<file path="config.mk">
export PLATFORM = sky130hd
export DESIGN_NAME = baud_tick_gen
export DESIGN_NICKNAME = d
export VERILOG_FILES = /design/src/rtl/baud_gen_pkg.sv /design/src/rtl/baud_prescale.sv /design/src/rtl/baud_sample_div.sv /design/src/rtl/baud_bit_div.sv /design/src/rtl/baud_tick_gen.sv
export SDC_FILE = /design/constraint.sdc
export NUM_CORES = 1
export LEC_CHECK = 0
export ABC_AREA = 0
export BUFFER_PORTS_ARGS = -buffer_cell sky130_fd_sc_hd__buf_2
export CAP_MARGIN = 10
export CORE_UTILIZATION = 60
export CTS_BUF_LIST = sky130_fd_sc_hd__clkbuf_16
export DETAILED_ROUTE_END_ITERATION = 10
export PLACE_DENSITY = 0.85
export SLEW_MARGIN = 10
export SYNTH_ARGS = -nofsm -noshare
export SYNTH_HDL_FRONTEND = slang
export SYNTH_SLANG_ARGS = --single-unit
</file>
<file path="constraint.sdc">
create_clock -name clk -period 6.73 [get_ports clk]
set_input_delay 0.673 -clock clk [delete_from_list [all_inputs] [get_ports clk]]
set_output_delay 0.673 -clock clk [all_outputs]
set_load 0.05 [all_outputs]
</file>
<file path="src/rtl/baud_gen_pkg.sv">
package baud_gen_pkg;
  // Smallest oversampling value the bit counter accepts.
  localparam int unsigned OVS_FLOOR = 4;
  // Ratio of the optional prescaler.
  localparam int unsigned PRE_RATIO = 8;
endpackage

</file>
<file path="src/rtl/baud_prescale.sv">
module baud_prescale #(
  parameter int unsigned RATIO = baud_gen_pkg::PRE_RATIO
) (
  input  logic clk,
  input  logic rst_n,
  input  logic restart,
  input  logic sel,
  output logic en_o
);
  localparam int unsigned PW = (RATIO > 1) ? $clog2(RATIO) : 1;
  localparam logic [PW-1:0] LAST = PW'(RATIO - 1);

  logic [PW-1:0] pcnt;

  always_ff @(posedge clk or negedge rst_n) begin
    if (!rst_n) begin
      pcnt <= '0;
    end else if (restart) begin
      pcnt <= '0;
    end else if (pcnt == LAST) begin
      pcnt <= '0;
    end else begin
      pcnt <= pcnt + PW'(1);
    end
  end

  // Divided path gives one enable per RATIO clocks; direct path enables every clock.
  assign en_o = sel ? (pcnt == LAST) : 1'b1;
endmodule

</file>
<file path="src/rtl/baud_sample_div.sv">
module baud_sample_div #(
  parameter int unsigned W = 16
) (
  input  logic         clk,
  input  logic         rst_n,
  input  logic         restart,
  input  logic         en,
  input  logic [W-1:0] div,
  output logic         tick_o
);
  logic [W-1:0] lim;
  logic [W-1:0] scnt;
  logic         live;
  logic         hit;

  assign live = (lim != '0);
  assign hit  = en && live && (scnt == lim - W'(1));

  always_ff @(posedge clk or negedge rst_n) begin
    if (!rst_n) begin
      lim  <= '0;
      scnt <= '0;
    end else if (restart) begin
      lim  <= div;
      scnt <= '0;
    end else if (en) begin
      if (!live) begin
        // Idle on a zero divisor; pick up a new value on each enable.
        lim  <= div;
        scnt <= '0;
      end else if (hit) begin
        lim  <= div;
        scnt <= '0;
      end else begin
        scnt <= scnt + W'(1);
      end
    end
  end

  assign tick_o = hit;
endmodule

</file>
<file path="src/rtl/baud_bit_div.sv">
module baud_bit_div #(
  parameter int unsigned W     = 8,
  parameter int unsigned FLOOR = baud_gen_pkg::OVS_FLOOR
) (
  input  logic         clk,
  input  logic         rst_n,
  input  logic         restart,
  input  logic         samp,
  input  logic [W-1:0] ovs,
  output logic         bit_o,
  output logic         mid_o
);
  localparam logic [W-1:0] MINV = W'(FLOOR);

  logic [W-1:0] ovs_eff;
  logic [W-1:0] olim;
  logic [W-1:0] bcnt;
  logic [W:0]   half_m1;

  assign ovs_eff = (ovs < MINV) ? MINV : ovs;
  assign half_m1 = (({1'b0, olim} + (W+1)'(1)) >> 1) - (W+1)'(1);

  always_ff @(posedge clk or negedge rst_n) begin
    if (!rst_n) begin
      olim <= MINV;
      bcnt <= '0;
    end else if (restart) begin
      olim <= ovs_eff;
      bcnt <= '0;
    end else if (samp) begin
      if (bcnt == olim) begin
        olim <= ovs_eff;
        bcnt <= '0;
      end else begin
        bcnt <= bcnt + W'(1);
      end
    end
  end

  assign bit_o = samp && (bcnt == olim);
  assign mid_o = samp && ({1'b0, bcnt} == half_m1);
endmodule

</file>
<file path="src/rtl/baud_tick_gen.sv">
module baud_tick_gen #(
  parameter int unsigned CD_W  = 16,
  parameter int unsigned OVS_W = 8,
  parameter int unsigned PRE   = baud_gen_pkg::PRE_RATIO
) (
  input  logic             clk,
  input  logic             rst_n,
  input  logic             path_rst,
  input  logic             sel_div8,
  input  logic [CD_W-1:0]  clk_div,
  input  logic [OVS_W-1:0] ovs_div,
  output logic             samp_tick,
  output logic             bit_tick,
  output logic             mid_tick
);
  logic start_q;
  logic restart;
  logic pre_en;
  logic samp_raw;
  logic bit_raw;
  logic mid_raw;

  // First cycle out of reset acts as a restart so divisors are loaded.
  always_ff @(posedge clk or negedge rst_n) begin
    if (!rst_n) start_q <= 1'b1;
    else        start_q <= 1'b0;
  end

  assign restart = path_rst | start_q;

  baud_prescale #(.RATIO(PRE)) u_pre (
    .clk     (clk),
    .rst_n   (rst_n),
    .restart (restart),
    .sel     (sel_div8),
    .en_o    (pre_en)
  );

  baud_sample_div #(.W(CD_W)) u_samp (
    .clk     (clk),
    .rst_n   (rst_n),
    .restart (restart),
    .en      (pre_en),
    .div     (clk_div),
    .tick_o  (samp_raw)
  );

  baud_bit_div #(.W(OVS_W)) u_bit (
    .clk     (clk),
    .rst_n   (rst_n),
    .restart (restart),
    .samp    (samp_raw),
    .ovs     (ovs_div),
    .bit_o   (bit_raw),
    .mid_o   (mid_raw)
  );

  assign samp_tick = samp_raw & ~restart;
  assign bit_tick  = bit_raw  & ~restart;
  assign mid_tick  = mid_raw  & ~restart;
endmodule

</file>
After elaboration in Yosys (flattened, before gate mapping)
Cells that the tools add are included.

$add $sub $neg: 6. Magnitude comparators: 1. Eq/ne operators: 5. Muxes and demuxes: 18. Bitwise logic cells: 5. Reduce and logical (&&, ||, !) cells: 10.

Operators with widths (count): 16-bit 2-to-1 mux (8); 8-bit 2-to-1 mux (7); 16-bit by 1-bit adder with 16-bit output, second input constant (1); 16-bit == test (1); 16-bit nonzero test (1); 16-bit by 1-bit subtractor with 16-bit output, second input constant (1); 8-bit by 1-bit adder with 9-bit output, second input constant (1); 8-bit by 9-bit == test with 1-bit output (1); 8-bit by 1-bit subtractor with 9-bit output, second input constant (1); 8-bit by 1-bit adder with 8-bit output, second input constant (1); 8-bit == test (1); 8-bit by 3-bit < comparator with 1-bit output, second input constant (1); 3-bit 2-to-1 mux (2); 2-bit nonzero test (3); 1-bit logical AND (4); 2-bit AND reduction (2); 3-bit by 1-bit adder with 3-bit output, second input constant (1); 1-bit bitwise AND (3); 3-bit == test, second input constant (1); 3-bit inequality test, second input constant (1); 1-bit 2-to-1 mux (1); 1-bit inverter (1); 1-bit bitwise OR (1).

Bits in registers: 52. Output and inout bits: 3. Logic and storage cells: 51.

Longest topological paths before layout
Depth in word-level cells: 8. Mapped depth: 13. Depth with buffers taken out: 9.

Modules after synthesis
From an unflattened synthesis, not the netlist that was laid out.

Cells, all modules: 403. Area total of the unflattened synthesis: 3757.4 sq um.

By module, submodules not included: baud_sample_div (instances 1, cells each 233, area an instance 2160.8 sq um, sequential area each 800.8 sq um); baud_bit_div (instances 1, cells each 155, area an instance 1408.9 sq um, sequential area each 401.6 sq um); baud_prescale (instances 1, cells each 9, area an instance 128.9 sq um, sequential area each 75.1 sq um); baud_tick_gen (instances 1, cells each 6, area an instance 58.8 sq um, sequential area each 26.3 sq um).

Least setup slack after synthesis
Ideal clock, no wire load.

Path kind: register to output. Start point: register u_samp.lim[0]. End point: output port mid_tick. Arrival: 3946 ps. Setup slack: 2111 ps. Stages on the path, launching flop included: 11. Path buffers: 2. Path through: dfrtp_1 > clkbuf_1 > inv_1 > ha_1 > buf_1 > o21ba_1 > a221oi_1 > a41oi_1 > or4_1 > or4_1 > nor4_1.

Longest elaborated chain between the ends: 5. Elaborated cells between the ends (all ways): 7. Classes of those cells: add/sub (1); eq/ne (1); bitwise (1); reduce/logical (4).

RTL lines: start, declared (line baud_sample_div.sv:11) `logic [W-1:0] lim;`; start signal, assigned (line baud_sample_div.sv:24) `lim <= div;`; start signal, assigned (line baud_sample_div.sv:29) `lim <= div;`; start signal, assigned (line baud_sample_div.sv:32) `lim <= div;`; 16-bit by 1-bit subtractor with 16-bit output / 16-bit nonzero test (equally long branches) (line baud_sample_div.sv:17, baud_sample_div.sv:16); 16-bit == test / 1-bit logical AND (equally long branches) (line baud_sample_div.sv:17) `assign hit = en && live && (scnt == lim - W'(1));`; 1-bit logical AND * (line baud_sample_div.sv:17); 1-bit logical AND * (line baud_bit_div.sv:41) `assign mid_o = samp && ({1'b0, bcnt} == half_m1);`; 1-bit bitwise AND * (line baud_tick_gen.sv:60) `assign mid_tick = mid_raw & ~restart;`; end, declared (line baud_tick_gen.sv:14) `output logic mid_tick`.

Every way passes the cells marked *; elsewhere a longest branch is shown, timed or not.

Final worst setup path
Start point: register u_samp.lim[2]. End point: register u_samp.lim[9].

Longest elaborated chain between the ends: 5. Elaborated cells between the ends (all ways): 10. Classes of those cells: add/sub (1); eq/ne (2); mux (3); reduce/logical (4).

RTL lines (line): 16-bit by 1-bit subtractor with 16-bit output / 16-bit nonzero test (equally long branches) (baud_sample_div.sv:17, baud_sample_div.sv:16); 16-bit == test / 1-bit logical AND (equally long branches) (baud_sample_div.sv:17); 1-bit logical AND (baud_sample_div.sv:17); 3-bit inequality test (no source line); 2-bit AND reduction (no source line).

Parallel ways exist; a longest one is shown, timed or not. The select of a mux whose other input is x is not followed. A chain may end at the register's enable or synchronous reset.

==> metrics.yaml <==
routing:
  drtIter0Drc: 236
  wl_per_cell_um: 16.4
  totalWireLength_mm: 8.09
  ant_nets: 0
  drc: 0
  viasPerCell: 6.32
  dr.pass1.iters: 5
  vias: 3128
critical_path:
  worstSetupPathType: "flip-flop to flip-flop"
  endpoint: "u_samp.lim[9]"
  critPathLaunchType: "flip-flop"
  required_ns: 6.90
  crit_path_end_kind: "flip-flop"
  crit_family: "compound AO/OA/AOI/OAI gates"
  arrival_ns: 4.70
  cp_max_fo: 23
  cp_slowest_cell: "a21oi_2"
  crit_chain: "nor4_2, nand4_1, a211o_1, a221oi_1, nand4_1, a21oi_2, mux2_1"
  r2r_cells: 7
  crit_top_cell: "nand4_1"
  crit_buf_inv: 0
  max_stage_delay_ns: 1.16
  reg2reg_from: "u_samp.lim[2]"
  cp_num_cells: 7
  r2r_end: "u_samp.lim[9]"
  reg2reg_slack_ns: 2.20
  startpoint: "u_samp.lim[2]"
die:
  ios: 31
  core_um2: 5890
  fp-row-count: 28
  start_util_pct: 62.1
  die_y_um: 80.0
  die_w_um: 80.0
  die_area_um2: 6410
global_route:
  grt.total_usage_pct: 28.3
  grt_pass1_vias: 3131
  overflow: 0
  grt_pass1_wl_mm: 14.2
  grt_max_degree: 53
  antenna_found_initial: 0
yosys:
  synthTopCellsByCount: "dfrtp_1 (50), xnor2_1 (36), nand2_1 (29)"
  synth_seq_cells: 52
  syn_avg_cell_area_um2: 9.07
  ys_top_cells_by_area: "dfrtp_1 (34%), xnor2_1 (8.6%), mux2_1 (4.6%), nand3_1 (3.1%), xor2_1 (3.1%)"
  yosys.area.top_type: "dfrtp_1"
  ys_types: 59
  yosysMostFrequentCell: "dfrtp_1"
  yosysWarnings: 0
  async_reset_ff_share_pct: 100
  synth-edff-count: 0
  synth_nets: 439
  netlist_area_um2: 3650
  synthCells: 403
  yosysTopAreaCellShare_pct: 34.2
  synthFlopType: "dfrtp_1"
  yosysSeqAreaShare_pct: 35.7
cts:
  cts_setup_buffers: 0
  htree_levels: 2
  clock_sinks: 52
  clockRootBuffer: "clkbuf_16"
  cts_tree: "done"
  clock_latency_ns: 0.29
  ctsResizeCount: 0
  cts_buffers: 5
  clock_path_buffers: 2
  cts.clk_slew.worst_paths_ns: 0.07
  holdBufCountCts: 0
place:
  io_buffers: 30
  dp_hpwl_mm: 5.72
  routabilityCongestion: 0.910
power:
  p_per_area_nw_per_um2: 188
  ir_worst_vdd_mv: 0.129
  p_leak_nw: 1.59
  total_power_mw: 0.743
cells_and_area:
  fillers: 492
  fin_util_pct: 67.2
  nets: 455
  drive_gt1_share_pct: 14.0
  syn_to_final_growth_pct: 8.28
  antennaDiodeCount: 0
timing:
  post-route-min-period_ns: 4.53
  slew_headroom_pct: 25.6
  fin_skew_ns: 0.00720
  fmax_mhz: 221
  tightest_slew_ns: 1.12
  rsz0062_at_grt: "false"
  setup_violations: 0
  final_hold_viol_count: 0
  min_period_over_period_pct: 67.3
  drv_slew: 0
  tns_ns: 0
flow_run:
  maxCapViolations: 0
outcome:
  status: "finished clean"
worst_hold_path:
  hold_class: "flip-flop to flip-flop"
  worstHoldStart: "u_pre.pcnt[0]"
  holdPathStages: 1
-- worst min path at each step --
stage / end / slack, ns
3_5_place_dp: u_pre.pcnt[0] / 0.44
5_1_grt: u_pre.pcnt[0] / 0.47
2_1_floorplan: u_bit.bcnt[0] / 0.38
4_1_cts: u_pre.pcnt[0] / 0.45
3_3_place_gp: u_pre.pcnt[0] / 0.43
6_report: u_pre.pcnt[0] / 0.45
-- final cells by class --
cell class / count / area, µm² / share of cell area (%)
tap: 75 / 93.8 / 2.37
timing repair buffer: 31 / 158 / 3.98
clock inverter: 3 / 18.8 / 0.474
multi-input combinational: 312 / 2190 / 55.5
inverter: 17 / 63.8 / 1.61
sequential: 52 / 1300 / 32.9
clock buffer: 5 / 125 / 3.16
-- cells by family after synthesis --
kind of cell    Yosys count  share of synthesized area [%]
simple gates            166                           24.7
other cells               1                          0.103
xor+xnor                 49                           11.7
buf+inv                  39                           4.28
compound gates           62                           12.2
mux                      26                           8.52
flops                    52                           35.7
fa+ha+maj                 8                           2.74
-- per-stage QoR --
step / worst slack (ns) / cell area [µm²] / instances / hold WS [ns]
after CTS: 2.15 / 3960 / 495 / 0.454
final: 2.20 / 3960 / 495 / 0.451
after floorplan: 2.11 / 3650 / 403 / 0.377
after detailed placement: 2.23 / 3810 / 487 / 0.438
after global routing: 1.83 / 3960 / 495 / 0.470
after global placement: 2.40 / 3810 / 487 / 0.429
-- report_power, final --
| group | total (mW) | internal [mW] | switching (mW) |
|---|---|---|---|
| logic | 0.136 | 0.0654 | 0.0703 |
| clock network | 0.250 | 0.137 | 0.113 |
| registers | 0.358 | 0.329 | 0.0289 |
| total | 0.743 | 0.531 | 0.212 |
-- layout by cell type, fill, tap and decap left out, types with 11 or more instances in the layout --
| master | count |
|---|---|
| xor2_1 | 13 |
| nand3_1 | 23 |
| nor3_1 | 16 |
| o21ai_0 | 11 |
| dfrtp_1 | 50 |
| nand2_1 | 29 |
| inv_1 | 17 |
| nor2_1 | 25 |
| mux2_1 | 15 |
| xnor2_1 | 36 |
| and3_1 | 11 |
| buf_2 | 30 |
-- registers in the layout, summed over array words and instances, names as in the netlist --
register and cells:
u_bit.olim 8, u_pre.pcnt 3, u_bit.bcnt 8, start_q 1, u_samp.lim 16, u_samp.scnt 16
-- per-layer routing --
layer	GRT usage (%)	part of all wire, %	vias up
li1	-	-	1485
met3	4.23	4.3	25
met2	48.0	50	101
met1	35.7	43	1517
met4	12.5	3.0	0
met5	0	0	-
(Power assumes the default switching activity.)
